$ cat config.mk
export PLATFORM = sky130hd
export DESIGN_NAME = baud_gen
export DESIGN_NICKNAME = d
export VERILOG_FILES = /design/src/rtl/baud_gen.sv
export SDC_FILE = /design/constraint.sdc
export NUM_CORES = 1
export LEC_CHECK = 0
export ABC_AREA = 1
export BUFFER_PORTS_ARGS = -buffer_cell sky130_fd_sc_hd__buf_2
export CAP_MARGIN = 0
export CORE_MARGIN = 1
export CORE_UTILIZATION = 45
export CTS_CLUSTER_DIAMETER = 40
export DETAILED_ROUTE_END_ITERATION = 12
export SLEW_MARGIN = 20
export SYNTH_ARGS = -nofsm -noshare
export SYNTH_HDL_FRONTEND = slang
export SYNTH_SLANG_ARGS = --single-unit
$ cat constraint.sdc
create_clock -name clk -period 2.6 [get_ports clk]
set_input_delay 0.65 -clock clk [delete_from_list [all_inputs] [get_ports clk]]
set_output_delay 0.65 -clock clk [all_outputs]
set_load 0.05 [all_outputs]
$ cat src/rtl/baud_gen.sv
module baud_gen #(
  parameter logic [15:0] RESET_TC = 16'h0000
) (
  input  logic       clk,
  input  logic       rst_n,
  input  logic       addr,
  input  logic       wr_en,
  input  logic [7:0] wr_data,
  output logic [7:0] rd_data,
  input  logic       enable,
  input  logic       src_sel,
  input  logic       ext_clk,
  output logic       baud_out
);

  logic [15:0] tc;
  logic [15:0] cnt;
  logic        reload_due;
  logic [2:0]  ext_sync;
  logic        tick;

  assign rd_data = addr ? tc[15:8] : tc[7:0];
  assign tick    = src_sel ? (ext_sync[1] & ~ext_sync[2]) : 1'b1;

  always_ff @(posedge clk or negedge rst_n) begin
    if (!rst_n) begin
      tc <= RESET_TC;
    end else if (wr_en) begin
      if (addr) tc[15:8] <= wr_data;
      else      tc[7:0]  <= wr_data;
    end
  end

  always_ff @(posedge clk or negedge rst_n) begin
    if (!rst_n) ext_sync <= '0;
    else        ext_sync <= {ext_sync[1:0], ext_clk};
  end

  always_ff @(posedge clk or negedge rst_n) begin
    if (!rst_n) begin
      cnt        <= RESET_TC;
      baud_out   <= 1'b1;
      reload_due <= 1'b1;
    end else if (!enable) begin
      cnt        <= tc;
      baud_out   <= 1'b1;
      reload_due <= 1'b1;
    end else if (tick) begin
      if (reload_due) begin
        cnt        <= tc;
        reload_due <= 1'b0;
      end else if (cnt == 16'd0) begin
        baud_out   <= ~baud_out;
        reload_due <= 1'b1;
      end else begin
        cnt <= cnt - 16'd1;
      end
    end
  end

endmodule


Word-level counts from Yosys, hierarchy flattened. Index checks and enable logic that the tools add are counted.

Register bits after elaboration: 37. Output and inout bits: 9. Logic and storage cells: 34.

Add/subtract/negate cells: 1. Equal/unequal tests: 4. Mux-type cells: 14. Bitwise logic cells: 4. Reduce and logical (&&, ||, !) cells: 5.

Operator list (count): two-way mux 16 bit (4); logical NOT 16 bit (1); subtractor 16 x 1 -> 16 bit (second input constant) (1); two-way mux 1 bit (9); two-way mux 8 bit (1); AND reduction 2 bit (3); inequality test 2 x 1 -> 1 bit (second input constant) (2); inequality test 3 bit (second input constant) (1); NOT 1 bit (3); AND reduction 3 bit (1); inequality test 2 bit (second input constant) (1); AND 1 bit (1).

Logic depth before layout (Yosys ltp). Gate-level depths: netlist of run 1.

Depth after elaboration: 5. Mapped depth: 10.

Worst setup path before layout of run 1. OpenSTA, ideal clock, no wires.

Kind: input port to output port. Start: input port addr. End: output port rd_data[7]. Data arrival time: 1.911 ns. Data required time: 1.950 ns. Setup slack: 0.039 ns. Stages on the path: 2. Path buffers: 1. Path through: buf_2 o21ai_0.

Cells in the longest elaborated chain, start to end: 1.

Ends and longest elaborated chain: from (decl) (line 6) `input logic addr,`; two-way mux 8 bit (line 22) `assign rd_data = addr ? tc[15:8] : tc[7:0];`; to (decl) (line 9) `output logic [7:0] rd_data,`.

No other way between the ends.

Worst setup path after layout of run 1.
Start: input port addr. End: output port rd_data[1].

Same word-level chain as after synthesis.

==> flow_metrics.tcl, run 1 <==
set metrics [dict create \
    yosys_most_used_dff "dfrtp_1" \
    die-area_mm2 0.004922 \
    worst_hold_slack_ns 0.3514 \
    cts_setup_buffers 0 \
    clock_latency_ns 0.29 \
    grt_start_max_net_pins 38 \
    syn_avg_cell_area_um2 6.969 \
    status "completed" \
    fin_nets 340 \
    drv_slew 0 \
    drt_first_pass_iters 4 \
    fp-row-count 24 \
    use_met3 0.04329 \
    cp_max_fo 11 \
    rsz0062_at_grt "false" \
    seq_area_frac_synth 0.4440 \
    vdd_ir_drop_max_mv 0.3023 \
    yosysWarnings 0 \
    grt_pass1_wl_um 8176 \
    final_area_mm2 0.002311 \
    postCtsHoldBufs 0 \
    ios 24 \
    power.leakage_nw 1.216 \
    cp.arrival_ns 1.47 \
    grt_overflow 0 \
    cts.sinks 37 \
    final_antenna_net_count 0 \
    worstSetupStartpointType "primary input" \
    fin_setup_tns_ns 0 \
    fin_crit_ns 2.116 \
    grt_util_met2 0.3355 \
    numPortBuffers 23 \
    drive_above_1_share 0.1415 \
    routed_via_density 4.992 \
    clk_path_buf_depth 2 \
    area_delta_synth_final_pct 10.53 \
    synth-edff-count 0 \
    slew_headroom 0.4310 \
    tightestPinTransition_ns 0.8535 \
    cap_violations 0 \
    antenna_cells 0 \
    wl_per_cell_um 12.15 \
    start_util 0.4736 \
    route.detailed.drc 0 \
    clkSlewWorstSetupHoldPaths_ns 0.07 \
    root_buffer "clkbuf_8" \
    period_share 0.8137 \
    ys_types 24 \
    use_met1 0.2825 \
    hp-class "reg2reg" \
    power.density_mw_per_mm2 695.9 \
    grt_most_used_layer "met2" \
    utilization 0.5235 \
    dpl.hpwl_um 3215 \
    synth_area_mm2 0.002091 \
    grt_util_all_layers 0.2097 \
    required_ns 1.95 \
    die_w_um 70.16 \
    cts_tree "built" \
    syn_nets 316 \
    path_class "in2out" \
    placed_cell_area_mm2 0.002221 \
    first_iter_violations 87 \
    setup_viol 0 \
    finalHoldViolations 0 \
    total_power_mw 1.608 \
    grt_antenna_before_repair 0 \
    ys_seq_elements 37 \
    cts_buffers 5 \
    finClkSkew_ns 0.006857 \
    grt_pass1_vias 1807 \
    fmax_ghz 0.4726 \
    cp-end-kind "output pin" \
    vias 1882 \
    chipHeight_um 70.16 \
    h-tree-depth 2 \
    gp_congestion 0.8539 \
    synthArstFlopShare 1.000 \
    core_mm2 0.004414 \
    routed_wl_um 4581 \
    synthCells 300 \
    fillers 461 \
    ctsResizeCount 0 \
]
synth_stat cells, types with 3 or more instances:
master / n / area (um2)
inv_1: 26 / 97.59
nor2_1: 38 / 142.6
o21ai_2: 4 / 35.03
nand3b_1: 5 / 37.54
dfrtp_1: 35 / 875.8
nand2_1: 124 / 465.5
o21ai_0: 27 / 135.1
nand2_2: 3 / 18.77
nor2_2: 3 / 18.77
nand3_1: 14 / 70.07
buf_2: 3 / 15.01
metal layers:
layer,share of wire,vias up
li1,-,984
met1,0.51,860
met2,0.45,31
met3,0.028,7
met4,0.013,0
met5,0,-
final cells by class:
type	count	area [um2]	share of cell area
Clock buffer	8	90.09	0.03898
Inverter	27	101.3	0.04385
Multi-Input combinational cell	228	996.0	0.4310
Sequential cell	37	928.4	0.4017
Tap cell	52	65.06	0.02815
Timing Repair Buffer	25	130.1	0.05631
placed cells by master, fill, tap and decap left out:
cell type / count
buf_2: 23
nor2_1: 38
dfrtp_1: 35
nor3_1: 1
nand4_1: 2
nand3_1: 14
or2_2: 1
nand3b_1: 5
dfstp_2: 2
o21ai_2: 4
nor2_2: 3
a31oi_1: 1
inv_1: 26
nand3_2: 1
nand2_2: 3
a21oi_1: 1
nand2_1: 124
clkbuf_1: 2
o211ai_1: 2
ha_1: 1
clkbuf_8: 6
buf_4: 2
o21ai_0: 27
inv_2: 1
kinds of logic after synthesis:
group / synth area share
adder cells (fa/ha/maj): 0.005983
AO/OA/AOI/OAI: 0.09395
buffers and inverters: 0.07959
AND/OR/NAND/NOR: 0.3764
flip-flops: 0.4440
report_power, final:
group / internal, mW / switching (mW) / total [mW] / leakage (nW)
clock: 0.216 / 0.198 / 0.414 / 0.0455
sequential: 0.662 / 0.0824 / 0.744 / 0.450
combinational: 0.140 / 0.310 / 0.449 / 0.721
state kept, by name (all words and copies together) (netlist names):
| signal | cells |
|---|---|
| baud_out | 1 |
| reload_due | 1 |
| ext_sync | 3 |
| tc | 16 |
| cnt | 16 |
critical path, cell delays in order:
cell and delay, ns:
buf_2 0.17, inv_1 0.24, nand2_1 0.09, nand2_1 0.07, buf_2 0.25
through the flow:
stage               setup slack (ns)  instances
detailed placement            0.4721        369
global route                  0.3859        377
floorplan                    0.03851        300
CTS                           0.4714        377
finish                        0.4843        377
global placement              0.4952        369
worst paths after layout:
kind                                       startpoint                    end  slack [ns]  cells after the start
min in group asynchronous                       rst_n  ext_sync[2]$_DFF_PN0_        0.47                      1
worst max-delay path                             addr             rd_data[1]        0.48                      5
worst max register to register     cnt[0]$_DFFE_PN0P_    cnt[12]$_DFFE_PN0P_        0.90                     10
max in group asynchronous                       rst_n      tc[3]$_DFFE_PN0P_        1.59                      1
worst min register to register  ext_sync[0]$_DFF_PN0_  ext_sync[1]$_DFF_PN0_        0.35                      0
worst min-delay path            ext_sync[0]$_DFF_PN0_  ext_sync[1]$_DFF_PN0_        0.35                      0
No activity file was read; power rests on OpenSTA's default activity.
==> run 2: changes to the inputs <==
--- a/config.mk
+++ b/config.mk
@@ -12,6 +12,7 @@
 export CORE_UTILIZATION = 45
 export CTS_CLUSTER_DIAMETER = 40
 export DETAILED_ROUTE_END_ITERATION = 12
+export PLACE_DENSITY = 0.67
 export SLEW_MARGIN = 20
 export SYNTH_ARGS = -nofsm -noshare
 export SYNTH_HDL_FRONTEND = slang
==> constraint.sdc (replaced) <==
create_clock -name clk -period 1.8 [get_ports clk]
set_input_delay 0.45 -clock clk [delete_from_list [all_inputs] [get_ports clk]]
set_output_delay 0.45 -clock clk [all_outputs]
set_load 0.05 [all_outputs]
==> run 2 against run 1 <==
  * Wire length is 0.81% higher
  * Critical path depth stayed put
  * Die area is the same
  * Largest power group unchanged
  * Global-route usage increased by 0.72 points
  * Highest routed layer unchanged
  * Sequential power grew 44%
  * Clock-buffer cell count fell by 2
  * First-iteration DRC count grew 18%
  * Via count rose by 3.3%
  * Clock power up 76%
  * Clock skew barely moved
  * Total power is 55% higher
==> flow_metrics.tcl, run 2 (synthesis gave the netlist of run 1 again) <==
set metrics [dict create \
    path_cells "buf_2, inv_1, nand2_1, nand2_1, buf_2" \
    grt_start_max_net_pins 38 \
    fin_nets 348 \
    power.leakage_nw 1.267 \
    first_iter_violations 103 \
    power.density_mw_per_mm2 1029 \
    hp-class "in2async" \
    fin_crit_ns 1.662 \
    die-area_mm2 0.004922 \
    routed_wl_um 4618 \
    ios 24 \
    path_class "in2out" \
    grt_pass1_wl_um 8411 \
    vias 1945 \
    core_mm2 0.004414 \
    gp_congestion 0.7894 \
    slowest_delay_ns 0.25 \
    r2r_end "cnt[7]$_DFFE_PN0P_" \
    area_delta_synth_final_pct 16.04 \
    worstSetupStartpointType "primary input" \
    rr_startpoint "cnt[0]$_DFFE_PN0P_" \
    antenna_cells 0 \
    cp-end-kind "output pin" \
    drv_slew 0 \
    start_util 0.4736 \
    die_w_um 70.16 \
    cts_tree "built" \
    routed_via_density 5.052 \
    slew_headroom 0.6510 \
    status "completed" \
    cts_buffers 5 \
    numPortBuffers 23 \
    grt_util_all_layers 0.2169 \
    fmax_ghz 0.6016 \
    reg.largest.list "cnt: 16 flops, tc: 16 flops, ext_sync: 3 flops" \
    required_ns 1.35 \
    cp_max_fo 8 \
    slowest_stage "buf_2" \
    final_common_cell "nand2_1" \
    postCtsHoldBufs 0 \
    chipHeight_um 70.16 \
    clkSlewWorstSetupHoldPaths_ns 0.08 \
    cts.sinks 37 \
    tightestPinTransition_ns 0.5212 \
    clk_path_buf_depth 2 \
    setup_viol 0 \
    drt_first_pass_iters 7 \
    drive_above_1_share 0.1682 \
    rrSetupSlack_ns 0.17 \
    h-tree-depth 2 \
    finClkSkew_ns 0.006376 \
    route.detailed.drc 0 \
    cap_violations 0 \
    root_buffer "clkbuf_8" \
    wl_per_cell_um 11.99 \
    fin_setup_tns_ns 0 \
    dpl_worst_slack_ns 0.1269 \
    grt_antenna_before_repair 0 \
    clock_latency_ns 0.29 \
    dpl.hpwl_um 3231 \
    finalHoldViolations 0 \
    grt_overflow 0 \
    timing.final.ws_setup_ns 0.1377 \
    period_share 0.9235 \
    reg2reg_depth 9 \
    cp.arrival_ns 1.21 \
    fp-row-count 24 \
    vdd_ir_drop_max_mv 0.7094 \
    final_antenna_net_count 0 \
    grt_pass1_vias 1871 \
    rsz0062_at_grt "false" \
    final_cell_mix "124 x nand2_1, 38 x nor2_1, 35 x dfrtp_1, 26 x o21ai_0, 25 x inv_1" \
]
-- run 2: timing repair --
action                                  4_1_cts  5_1_grt
endpoints found under the setup margin        0        8
hold endpoints to repair                      0        0
setup buffers                                 0        0
gates resized for setup                       0        3
-- run 2: how the worst max path moves through the flow --
stage                       startpoint                  to  slack, ns  cells past startpoint
detailed placement                addr          rd_data[6]       0.13                      5
CTS                 cnt[0]$_DFFE_PN0P_  cnt[0]$_DFFE_PN0P_       0.13                      9
finish                            addr          rd_data[6]       0.14                      5
global route        cnt[0]$_DFFE_PN0P_  cnt[4]$_DFFE_PN0P_       0.02                      9
global placement                  addr          rd_data[6]       0.14                      5
floorplan                         addr          rd_data[7]       0.02                      2
-- run 2: final cells by class --
class | count | area [um2]
fill | 436 | 1988
timing repair inverter | 1 | 7.507
multi-input combinational | 228 | 1001
tap | 52 | 65.06
inverter | 27 | 105.1
timing repair buffer | 32 | 207.7
clock buffer | 6 | 72.57
sequential | 37 | 928.4
clock inverter | 2 | 38.79
-- run 2: routing by layer --
layer	up-vias	GRT usage	part of all wire
li1	997	-	-
met1	899	0.2785	0.46
met2	42	0.3643	0.48
met3	7	0.04473	0.039
met4	0	0.07333	0.011
met5	-	0	0
-- run 2: power breakdown --
group,leakage [nW],switching [mW],internal (mW)
sequential,0.450,0.116,0.956
clock,0.0554,0.313,0.416
combinational,0.762,0.461,0.235
-- run 2: critical path, delay by kind of cell --
family	cells	cell delay, ns
AND/OR/NAND/NOR	2	0.15
buffers and inverters	3	0.61
-- run 2: stage by stage --
stage / std cells / instance area [um2] / hold slack, ns / util / power, mW
finish: 385 / 2426 / 0.1106 / 0.5496 / 2.497
global route: 385 / 2426 / 0.1338 / 0.5496 / 2.670
global placement: 376 / 2298 / 0.3337 / 0.5207 / 1.765
floorplan: 300 / 2091 / 0.1544 / - / 1.572
CTS: 384 / 2410 / 0.1213 / 0.5459 / 2.509
detailed placement: 376 / 2298 / 0.3688 / 0.5207 / 1.774
